`config.mk`:
```
export PLATFORM = sky130hd
export DESIGN_NAME = mseq_top
export DESIGN_NICKNAME = d
export VERILOG_FILES = /design/src/rtl/mseq_pkg.sv /design/src/rtl/mseq_next_addr.sv /design/src/rtl/mseq_sat_capture.sv /design/src/rtl/mseq_dbg_pack.sv /design/src/rtl/mseq_top.sv
export SDC_FILE = /design/constraint.sdc
export NUM_CORES = 1
export LEC_CHECK = 0
export BUFFER_PORTS_ARGS = -buffer_cell sky130_fd_sc_hd__clkbuf_2
export CAP_MARGIN = 5
export CORE_MARGIN = 1.5
export CORE_UTILIZATION = 30
export CTS_CLUSTER_SIZE = 12
export DETAILED_ROUTE_END_ITERATION = 6
export HOLD_SLACK_MARGIN = 0.08
export PLACE_DENSITY = 0.72
export REMOVE_ABC_BUFFERS = 1
export SYNTH_ARGS = -nofsm -noshare
export SYNTH_HDL_FRONTEND = slang
export SYNTH_SLANG_ARGS = --single-unit
```
`constraint.sdc`:
```
create_clock -name clk -period 3.7 [get_ports clk]
set_input_delay 0.185 -clock clk [delete_from_list [all_inputs] [get_ports clk]]
set_output_delay 0.185 -clock clk [all_outputs]
set_load 0.05 [all_outputs]
```
`src/rtl/mseq_pkg.sv`:
```
package mseq_pkg;

    // Debug word field positions (host-visible contract)
    localparam int DBG_W          = 32;
    localparam int BIT_DBASE_CLR  = 31;
    localparam int BIT_SAT_FLAG   = 25;
    localparam int SAT_ADDR_LSB   = 16;
    localparam int BIT_STEP_MODE  = 15;
    localparam int BIT_STEP_GO    = 14;
    localparam int CC_LSB         = 9;
    localparam int STEP_ADDR_LSB  = 0;

    // Opcode of the conditional skip instruction
    localparam logic [3:0] OP_SKIP = 4'hF;

    typedef enum logic [1:0] {
        SEQ_IDLE = 2'd0,
        SEQ_RUN  = 2'd1,
        SEQ_STEP = 2'd2
    } seq_state_e;

endpackage

```
`src/rtl/mseq_next_addr.sv`:
```
// Next-address unit: plain increment or conditional skip, plus end-of-pass detect.
module mseq_next_addr
    import mseq_pkg::*;
#(
    parameter int ADDR_W = 9,
    parameter int CC_W   = 5,
    parameter int OP_W   = 4,
    parameter int OPND_W = 32
) (
    input  logic [ADDR_W-1:0] pc,
    input  logic [OP_W-1:0]   op,
    input  logic [OPND_W-1:0] opnd_x,
    input  logic [OPND_W-1:0] opnd_y,
    input  logic [CC_W-1:0]   cc,
    output logic [ADDR_W-1:0] next_pc,
    output logic              pass_end,
    output logic              skip_taken
);
    localparam int SUM_W = ADDR_W + 2;

    logic [SUM_W-1:0] span;
    logic [SUM_W-1:0] target;
    logic             is_skip;

    generate
        if (OPND_W > ADDR_W) begin : g_x_hi
            logic unused_x_hi;
            assign unused_x_hi = ^opnd_x[OPND_W-1:ADDR_W];
        end
        if (OPND_W > CC_W) begin : g_y_hi
            logic unused_y_hi;
            assign unused_y_hi = ^opnd_y[OPND_W-1:CC_W];
        end
    endgenerate

    always_comb begin
        is_skip    = (op == OP_W'(OP_SKIP));
        skip_taken = is_skip && (|(cc & opnd_y[CC_W-1:0]));
        span       = skip_taken ? {2'b00, opnd_x[ADDR_W-1:0]} : '0;
        target     = {2'b00, pc} + SUM_W'(1) + span;
        pass_end   = |target[SUM_W-1:ADDR_W];
        next_pc    = target[ADDR_W-1:0];
    end

endmodule

```
`src/rtl/mseq_sat_capture.sv`:
```
// Sticky first-saturation recorder; clear beats capture in the same cycle.
module mseq_sat_capture #(
    parameter int ADDR_W = 9
) (
    input  logic              clk,
    input  logic              rst_n,
    input  logic              sat_event,
    input  logic [ADDR_W-1:0] sat_pc,
    input  logic              clear,
    output logic              flag,
    output logic [ADDR_W-1:0] addr
);
    typedef struct packed {
        logic              flag;
        logic [ADDR_W-1:0] addr;
    } sat_regs_t;

    sat_regs_t sat_d, sat_q;

    always_comb begin
        sat_d = sat_q;
        if (clear) begin
            sat_d.flag = 1'b0;
            sat_d.addr = '0;
        end else if (sat_event && !sat_q.flag) begin
            sat_d.flag = 1'b1;
            sat_d.addr = sat_pc;
        end
    end

    always_ff @(posedge clk) begin
        if (!rst_n) begin
            sat_q <= '0;
        end else begin
            sat_q <= sat_d;
        end
    end

    assign flag = sat_q.flag;
    assign addr = sat_q.addr;

endmodule

```
`src/rtl/mseq_dbg_pack.sv`:
```
// Assembles the host-visible debug word from its fields.
module mseq_dbg_pack
    import mseq_pkg::*;
#(
    parameter int ADDR_W = 9,
    parameter int CC_W   = 5
) (
    input  logic              sat_flag,
    input  logic [ADDR_W-1:0] sat_addr,
    input  logic              step_mode,
    input  logic [CC_W-1:0]   cc,
    input  logic [ADDR_W-1:0] step_addr,
    output logic [DBG_W-1:0]  word
);
    always_comb begin
        word                               = '0;
        word[BIT_SAT_FLAG]                 = sat_flag;
        word[SAT_ADDR_LSB +: ADDR_W]       = sat_addr;
        word[BIT_STEP_MODE]                = step_mode;
        word[CC_LSB +: CC_W]               = cc;
        word[STEP_ADDR_LSB +: ADDR_W]      = step_addr;
    end

endmodule

```
`src/rtl/mseq_top.sv`:
```
// Microprogram sequencer: per-sample passes, conditional skip, host single-step.
module mseq_top
    import mseq_pkg::*;
#(
    parameter int ADDR_W = 9,
    parameter int CC_W   = 5,
    parameter int OP_W   = 4,
    parameter int OPND_W = 32
) (
    input  logic              clk,
    input  logic              rst_n,
    input  logic              sample_tick,
    input  logic [OP_W-1:0]   instr_op,
    input  logic [OPND_W-1:0] instr_x,
    input  logic [OPND_W-1:0] instr_y,
    input  logic [CC_W-1:0]   cc_in,
    input  logic              sat_in,
    input  logic              host_wr,
    input  logic [DBG_W-1:0]  host_wdata,
    output logic [DBG_W-1:0]  host_rdata,
    output logic [ADDR_W-1:0] pc_o,
    output logic              exec_o,
    output logic              dbase_clr_o
);
    typedef struct packed {
        seq_state_e        state;
        logic [ADDR_W-1:0] pc;
        logic              step_mode;
        logic [ADDR_W-1:0] step_addr;
        logic              dbase_clr;
    } seq_regs_t;

    seq_regs_t seq_d, seq_q;

    logic [ADDR_W-1:0] adv_pc;
    logic              adv_end;
    logic              adv_skip;
    logic              sat_flag;
    logic [ADDR_W-1:0] sat_addr;
    logic              exec;
    logic              wr_step_go;
    logic              unused_wdata;

    assign unused_wdata = ^{host_wdata[30:26], host_wdata[24:16], host_wdata[13:9],
                            adv_skip};

    mseq_next_addr #(
        .ADDR_W (ADDR_W),
        .CC_W   (CC_W),
        .OP_W   (OP_W),
        .OPND_W (OPND_W)
    ) i_next_addr (
        .pc         (seq_q.pc),
        .op         (instr_op),
        .opnd_x     (instr_x),
        .opnd_y     (instr_y),
        .cc         (cc_in),
        .next_pc    (adv_pc),
        .pass_end   (adv_end),
        .skip_taken (adv_skip)
    );

    assign exec       = (seq_q.state != SEQ_IDLE);
    assign wr_step_go = host_wr && host_wdata[BIT_STEP_MODE] && host_wdata[BIT_STEP_GO];

    // Next-state computation
    always_comb begin
        seq_d           = seq_q;
        seq_d.dbase_clr = host_wr && host_wdata[BIT_DBASE_CLR];

        unique case (seq_q.state)
            SEQ_IDLE: begin
                if (sample_tick && !seq_q.step_mode) begin
                    seq_d.state = SEQ_RUN;
                    seq_d.pc    = '0;
                end
            end
            SEQ_RUN: begin
                if (adv_end) begin
                    seq_d.state = SEQ_IDLE;
                    seq_d.pc    = '0;
                end else begin
                    seq_d.pc    = adv_pc;
                end
            end
            SEQ_STEP: begin
                seq_d.state     = SEQ_IDLE;
                seq_d.pc        = '0;
                seq_d.step_addr = seq_q.pc + ADDR_W'(1);
            end
            default: begin
                seq_d.state = SEQ_IDLE;
                seq_d.pc    = '0;
            end
        endcase

        // Host writes take precedence over sequencing
        if (host_wr) begin
            seq_d.step_mode = host_wdata[BIT_STEP_MODE];
            seq_d.step_addr = host_wdata[STEP_ADDR_LSB +: ADDR_W];
            if (host_wdata[BIT_STEP_MODE]) begin
                seq_d.state = SEQ_IDLE;
                seq_d.pc    = '0;
            end
            if (wr_step_go) begin
                seq_d.state = SEQ_STEP;
                seq_d.pc    = host_wdata[STEP_ADDR_LSB +: ADDR_W];
            end
        end
    end

    always_ff @(posedge clk) begin
        if (!rst_n) begin
            seq_q <= '0;
        end else begin
            seq_q <= seq_d;
        end
    end

    mseq_sat_capture #(
        .ADDR_W (ADDR_W)
    ) i_sat_capture (
        .clk       (clk),
        .rst_n     (rst_n),
        .sat_event (exec && sat_in),
        .sat_pc    (seq_q.pc),
        .clear     (host_wr && host_wdata[BIT_SAT_FLAG]),
        .flag      (sat_flag),
        .addr      (sat_addr)
    );

    mseq_dbg_pack #(
        .ADDR_W (ADDR_W),
        .CC_W   (CC_W)
    ) i_dbg_pack (
        .sat_flag  (sat_flag),
        .sat_addr  (sat_addr),
        .step_mode (seq_q.step_mode),
        .cc        (cc_in),
        .step_addr (seq_q.step_addr),
        .word      (host_rdata)
    );

    assign pc_o        = seq_q.pc;
    assign exec_o      = exec;
    assign dbase_clr_o = seq_q.dbase_clr;

endmodule

```
==> results of run 1 <==
## cell usage after synthesis (2+ instances only)
library cell and instances:
buf_4 33, dfxtp_1 32, nor2_1 21, nand2_1 13
o21ai_0 11, and2_1 10, ha_1 10, mux2i_1 10
a32oi_1 9, a21oi_1 8, nor2b_1 7, nand3_1 6
o21ai_1 6, xor2_1 6, o31ai_1 5, xnor2_1 5
a211oi_1 4, nand4_1 4, buf_2 3, inv_1 3
nand2b_1 3, a211o_1 2, a211oi_2 2, a221oi_1 2
and3_1 2, nor3_1 2, nor3b_1 2, o21bai_1 2
## power groups by stage
stage,Clock [mW],Sequential (mW),Combinational (mW)
floorplan,0,0.415,0.0790
global placement,0,0.379,0.182
detailed placement,0,0.380,0.184
CTS,0.282,0.372,0.185
global route,0.293,0.374,0.199
finish,0.276,0.372,0.185
## cell families (layout without fill, tap and decap cells)
group           Yosys count  in the layout  share of synthesized area
simple gates             79             79                      0.204
other cells               1              7                    0.00173
flops                    32             32                      0.295
mux                      10             10                     0.0461
buf+inv                  42             87                      0.136
compound gates           62             62                      0.206
xor+xnor                 11             11                     0.0444
fa+ha+maj                11             11                     0.0669
## area by class of cell
type / count / area (um2)
fillers: 747 / 4410
multi-input cells: 180 / 1260
flip-flops and latches: 32 / 641
repair buffers: 76 / 380
well taps: 96 / 120
clock buffers: 8 / 90.1
inverters: 3 / 11.3
## worst max-delay path by stage
stage                         from                  to  slack [ps]  depth (start not counted)
after floorplan           cc_in[0]  pc_o[6]$_SDFF_PN0_        1420                         11
after CTS                 cc_in[0]  pc_o[6]$_SDFF_PN0_        1290                         12
after global placement    cc_in[0]  pc_o[6]$_SDFF_PN0_        1080                         12
after global routing      cc_in[0]  pc_o[6]$_SDFF_PN0_        1040                         12
after detailed placement  cc_in[0]  pc_o[6]$_SDFF_PN0_         990                         12
final                     cc_in[0]  pc_o[6]$_SDFF_PN0_        1300                         12
## stage by stage
stage	hold slack (ps)	cells	power (mW)	area [um2]
6_report	130	395	0.833	2500
3_5_place_dp	429	387	0.564	2410
2_1_floorplan	300	215	0.494	1910
5_1_grt	132	395	0.866	2500
4_1_cts	125	395	0.840	2500
3_3_place_gp	414	387	0.561	2410
## metal layers
layer	vias to the layer above	wire [um]	track usage
met5	-	0	0
met4	0	48	0.0384
met3	6	383	0.0415
met2	84	2500	0.235
met1	876	2460	0.177
li1	957	-	-
## sequential cells by signal, summed over array words and instances (netlist names)
name,flops
i_sat_capture.addr,9
seq_q,12
dbase_clr_o,1
i_sat_capture.flag,1
pc_o,9
==> flow_metrics.tcl, run 1 <==
set metrics [dict create \
    cpMaxStageDelayCell "fa_1" \
    core_region_area_um2 6910 \
    final_common_cell "clkbuf_2" \
    drive_gt1_frac 0.308 \
    relSlewSlack 0.618 \
    critPathKind "input pin to flip-flop" \
    clockRootBuffer "clkbuf_8" \
    cts_tree "yes" \
    r2r_end "pc_o[6]$_SDFF_PN0_" \
    async_flop_share 0 \
    tightest_slew_ps 572 \
    synth.lib_cells_used.distinct 53 \
    grt_start_max_net_pins 23 \
    syn_inst 248 \
    final-setup-viol-count 0 \
    r2r_setup_slack_ps 1480 \
    drv_cap 0 \
    die_w_um 88.0 \
    finalMaxSlewViolations 0 \
    cts.clk_slew.worst_paths_ps 70 \
    hold_buffers 0 \
    grt_pass1_wl_um 8360 \
    fmax_mhz 416 \
    critPathTopFamily "compound AO/OA/AOI/OAI gates" \
    place_ws_ps 990 \
    critPathArrivalTime_ps 2570 \
    period_minus_slack_ps 2400 \
    p_leak_nw 1.10 \
    cts_setup_buffers 0 \
    worstPathRequired_ps 3860 \
    hold_depth 2 \
    rsz0062_at_grt "no" \
    max_stage_delay_ps 410 \
    overflow 0 \
    numCtsBuffers 5 \
    period_share 0.650 \
    fin_tns_setup_ps 0 \
    p_comb_frac 0.221 \
    cp-start-kind "input pin" \
    syn_avg_cell_area_um2 8.75 \
    syn_to_final_growth_pct 15.2 \
    ys_warn_count 0 \
    path_cells "clkbuf_2 -> a222oi_1 -> a21oi_1 -> nand2_1 -> ha_1 -> inv_1 -> fa_1 -> a211oi_2 -> o21bai_1 -> a21oi_1 -> xor2_1 -> o31ai_1" \
    hpwl_um 4290 \
    hold_viol 0 \
    fp.dieH_um 88.0 \
    synth_top_area_frac 0.295 \
    finalWeightedCongestion 0.858 \
    final_cell_mix "clkbuf_2 (76), dfxtp_1 (32), nor2_1 (21), nand2_1 (13), o21ai_0 (11)" \
    p_int_mw 0.564 \
    fin_nets 419 \
    p_sw_mw 0.269 \
    worst-path-buf-inv 2 \
    portBuffers 76 \
    end_kind "flip-flop" \
    ys_seq_area_frac 0.295 \
    antenna_cells 0 \
    min_to "dbase_clr_o$_SDFF_PN0_" \
    clk_latency_ps 290 \
    swShare 0.323 \
    drt_pass1_iterations 5 \
    synth-main-ff-cell "dfxtp_1" \
    routedWlPerCell_um 13.7 \
    outcome "complete, no violations" \
    seq_power_share 0.447 \
    antenna_found_initial 0 \
    ir_drop_uv 108 \
    h-tree-depth 2 \
    drt_iter0_markers 36 \
    fin_skew_ps 7.94 \
    grt_use_total 0.141 \
    postLayoutCoreUtil 0.362 \
    hold_class "input pin to flip-flop" \
    clockBufferDepth 2 \
    avgViaCountPerCell 4.87 \
    synth_edf_count 0 \
    cts_resized 0 \
    crit_top_cell "a21oi_1" \
    drt_wl_total_um 5390 \
    setup_slack_ps 1300 \
    fp-row-count 30 \
    drc 0 \
    start_util 0.314 \
    min_from "host_wdata[31]" \
    synth.largest_area_cell "dfxtp_1" \
    r2r_start "pc_o[0]$_SDFF_PN0_" \
    synth.area.top_cells "dfxtp_1 (30%), buf_4 (11%), ha_1 (5.8%), mux2i_1 (4.6%), a32oi_1 (3.6%)" \
    die_area_um2 7750 \
    path_max_fanout 9 \
    io_pins 153 \
    clkSinkCount 32 \
    antenna_left 0 \
    pwr-share-clk 0.332 \
    vias 1923 \
    ys_ff_latch 32 \
    grt_pass1_vias 1772 \
    p_per_area_nw_per_um2 333 \
    r2r_cells 9 \
    netlist_area_um2 2170 \
]
Note: power is estimated with default switching activity, not from simulation.
==> run 2: changes to the inputs <==
==> constraint.sdc (replaced) <==
create_clock -name clk -period 2.34 [get_ports clk]
set_input_delay 0.117 -clock clk [delete_from_list [all_inputs] [get_ports clk]]
set_output_delay 0.117 -clock clk [all_outputs]
set_load 0.05 [all_outputs]
==> flow_metrics.tcl, run 2 (synthesis results as in run 1) <==
set metrics [dict create \
    cp-start-kind "input pin" \
    fp-row-count 30 \
    antenna_left 0 \
    worstSetupEndpoint "pc_o[3]$_SDFF_PN0_" \
    clk_latency_ps 280 \
    relSlewSlack 0.622 \
    drt_wl_total_um 5460 \
    tightest_slew_ps 566 \
    r2r_setup_slack_ps 330 \
    die_area_um2 7750 \
    portBuffers 76 \
    antenna_cells 0 \
    clkSinkCount 32 \
    routedWlPerCell_um 13.1 \
    overflow 0 \
    syn_to_final_growth_pct 23.9 \
    drt_pass1_iterations 4 \
    dp_cells 404 \
    pwr-share-clk 0.322 \
    fin_tns_setup_ps 0 \
    drc 0 \
    largest-register "seq_q" \
    p_per_area_nw_per_um2 494 \
    p_int_mw 0.909 \
    final_common_cell "clkbuf_2" \
    n_fill_cell 753 \
    regArea_um2 641 \
    critPathArrivalTime_ps 2270 \
    largest_reg_flops 12 \
    antenna_found_initial 0 \
    fp.dieH_um 88.0 \
    r2r_cells 6 \
    p_leak_nw 1.21 \
    period_share 0.888 \
    swShare 0.316 \
    timing.hold.ws_ps 91.4 \
    critPathKind "input pin to flip-flop" \
    core_region_area_um2 6910 \
    r2r_start "pc_o[1]$_SDFF_PN0_" \
    r2r_end "pc_o[3]$_SDFF_PN0_" \
    hold_class "input pin to flip-flop" \
    fin_total_pwr_mw 1.33 \
    clockBufferDepth 2 \
    die_w_um 88.0 \
    fin_nets 442 \
    cts_tree "yes" \
    rsz0062_at_grt "no" \
    grt_start_max_net_pins 22 \
    grt_pass1_wl_um 8710 \
    worstPathRequired_ps 2530 \
    critPathLaunch "cc_in[0]" \
    drt_iter0_markers 158 \
    p_sw_mw 0.420 \
    drv_cap 0 \
    hold_viol 0 \
    multi_input_area_um2 1260 \
    hpwl_um 4430 \
    layout.cells.non_filler 418 \
    outcome "complete, no violations" \
    fmax_mhz 481 \
    start_util 0.314 \
    avgViaCountPerCell 4.72 \
    cts.clk_slew.worst_paths_ps 60 \
    finalMaxSlewViolations 0 \
    end_kind "flip-flop" \
    grt_pass1_vias 1858 \
    drive_gt1_frac 0.339 \
    finalWeightedCongestion 0.879 \
    grt_use_total 0.147 \
    clockRootBuffer "clkbuf_8" \
    final-setup-viol-count 0 \
    vias 1971 \
    cts_resized 0 \
    period_minus_slack_ps 2080 \
    seq_power_share 0.438 \
    fin_skew_ps 1.88 \
    h-tree-depth 2 \
    path_max_fanout 10 \
    io_pins 153 \
    numCtsBuffers 5 \
    ir_drop_uv 225 \
    p_comb_frac 0.240 \
    final_cell_mix "clkbuf_2 (76), dfxtp_1 (32), nor2_1 (21), buf_4 (17), nand2_1 (13)" \
]
[run 2: final cells by class]
class / instances / share of cell area
Multi-Input combinational cell: 180 / 0.468
Sequential cell: 32 / 0.238
Timing Repair Buffer: 99 / 0.211
Tap cell: 96 / 0.0447
Clock buffer: 8 / 0.0335
Inverter: 3 / 0.00419
[run 2: routing by layer]
layer / vias up / GRT usage / wire, um
li1: 1002 / - / -
met1: 875 / 0.195 / 2510
met2: 87 / 0.237 / 2480
met3: 7 / 0.0368 / 394
met4: 0 / 0.0412 / 74
met5: - / 0 / 0
[run 2: critical path: stages]
cell      delay (ps)
clkbuf_2          90
a222oi_1         320
a21oi_1          160
buf_4            180
and2_1           160
ha_1             300
a211oi_2         180
nor2_1           100
nor4b_4          220
o21ai_2          170
o31ai_1          270
[run 2: worst min path at each step]
stage | from | endpoint | slack [ps] | cells after the start
finish | host_wdata[1] | pc_o[1]$_SDFF_PN0_ | 90 | 3
global route | host_wdata[5] | pc_o[5]$_SDFF_PN0_ | 100 | 3
CTS | host_wdata[1] | pc_o[1]$_SDFF_PN0_ | 80 | 3
detailed placement | host_wdata[31] | dbase_clr_o$_SDFF_PN0_ | 360 | 2
global placement | host_wdata[3] | pc_o[3]$_SDFF_PN0_ | 350 | 3
floorplan | host_wdata[2] | pc_o[2]$_SDFF_PN0_ | 230 | 2
[run 2: power groups by stage]
stage	combinational [mW]	clock (mW)	sequential (mW)
after detailed placement	0.311	0	0.595
after floorplan	0.125	0	0.655
after CTS	0.321	0.445	0.582
after global routing	0.347	0.473	0.585
final	0.318	0.428	0.582
after global placement	0.307	0	0.594
[run 2: metrics by stage]
stage	util	area, um2	setup slack (ps)
6_report	0.389	2690	262
3_3_place_gp	0.367	2540	-43.6
5_1_grt	0.389	2690	18.2
2_1_floorplan	-	1910	132
4_1_cts	0.389	2690	235
3_5_place_dp	0.367	2540	-50.6
[run 2: timing repair]
item	4_1_cts	5_1_grt
hold buffers	6	0
setup buffers	0	0
setup endpoints to repair	0	0
hold endpoints to repair	6	0
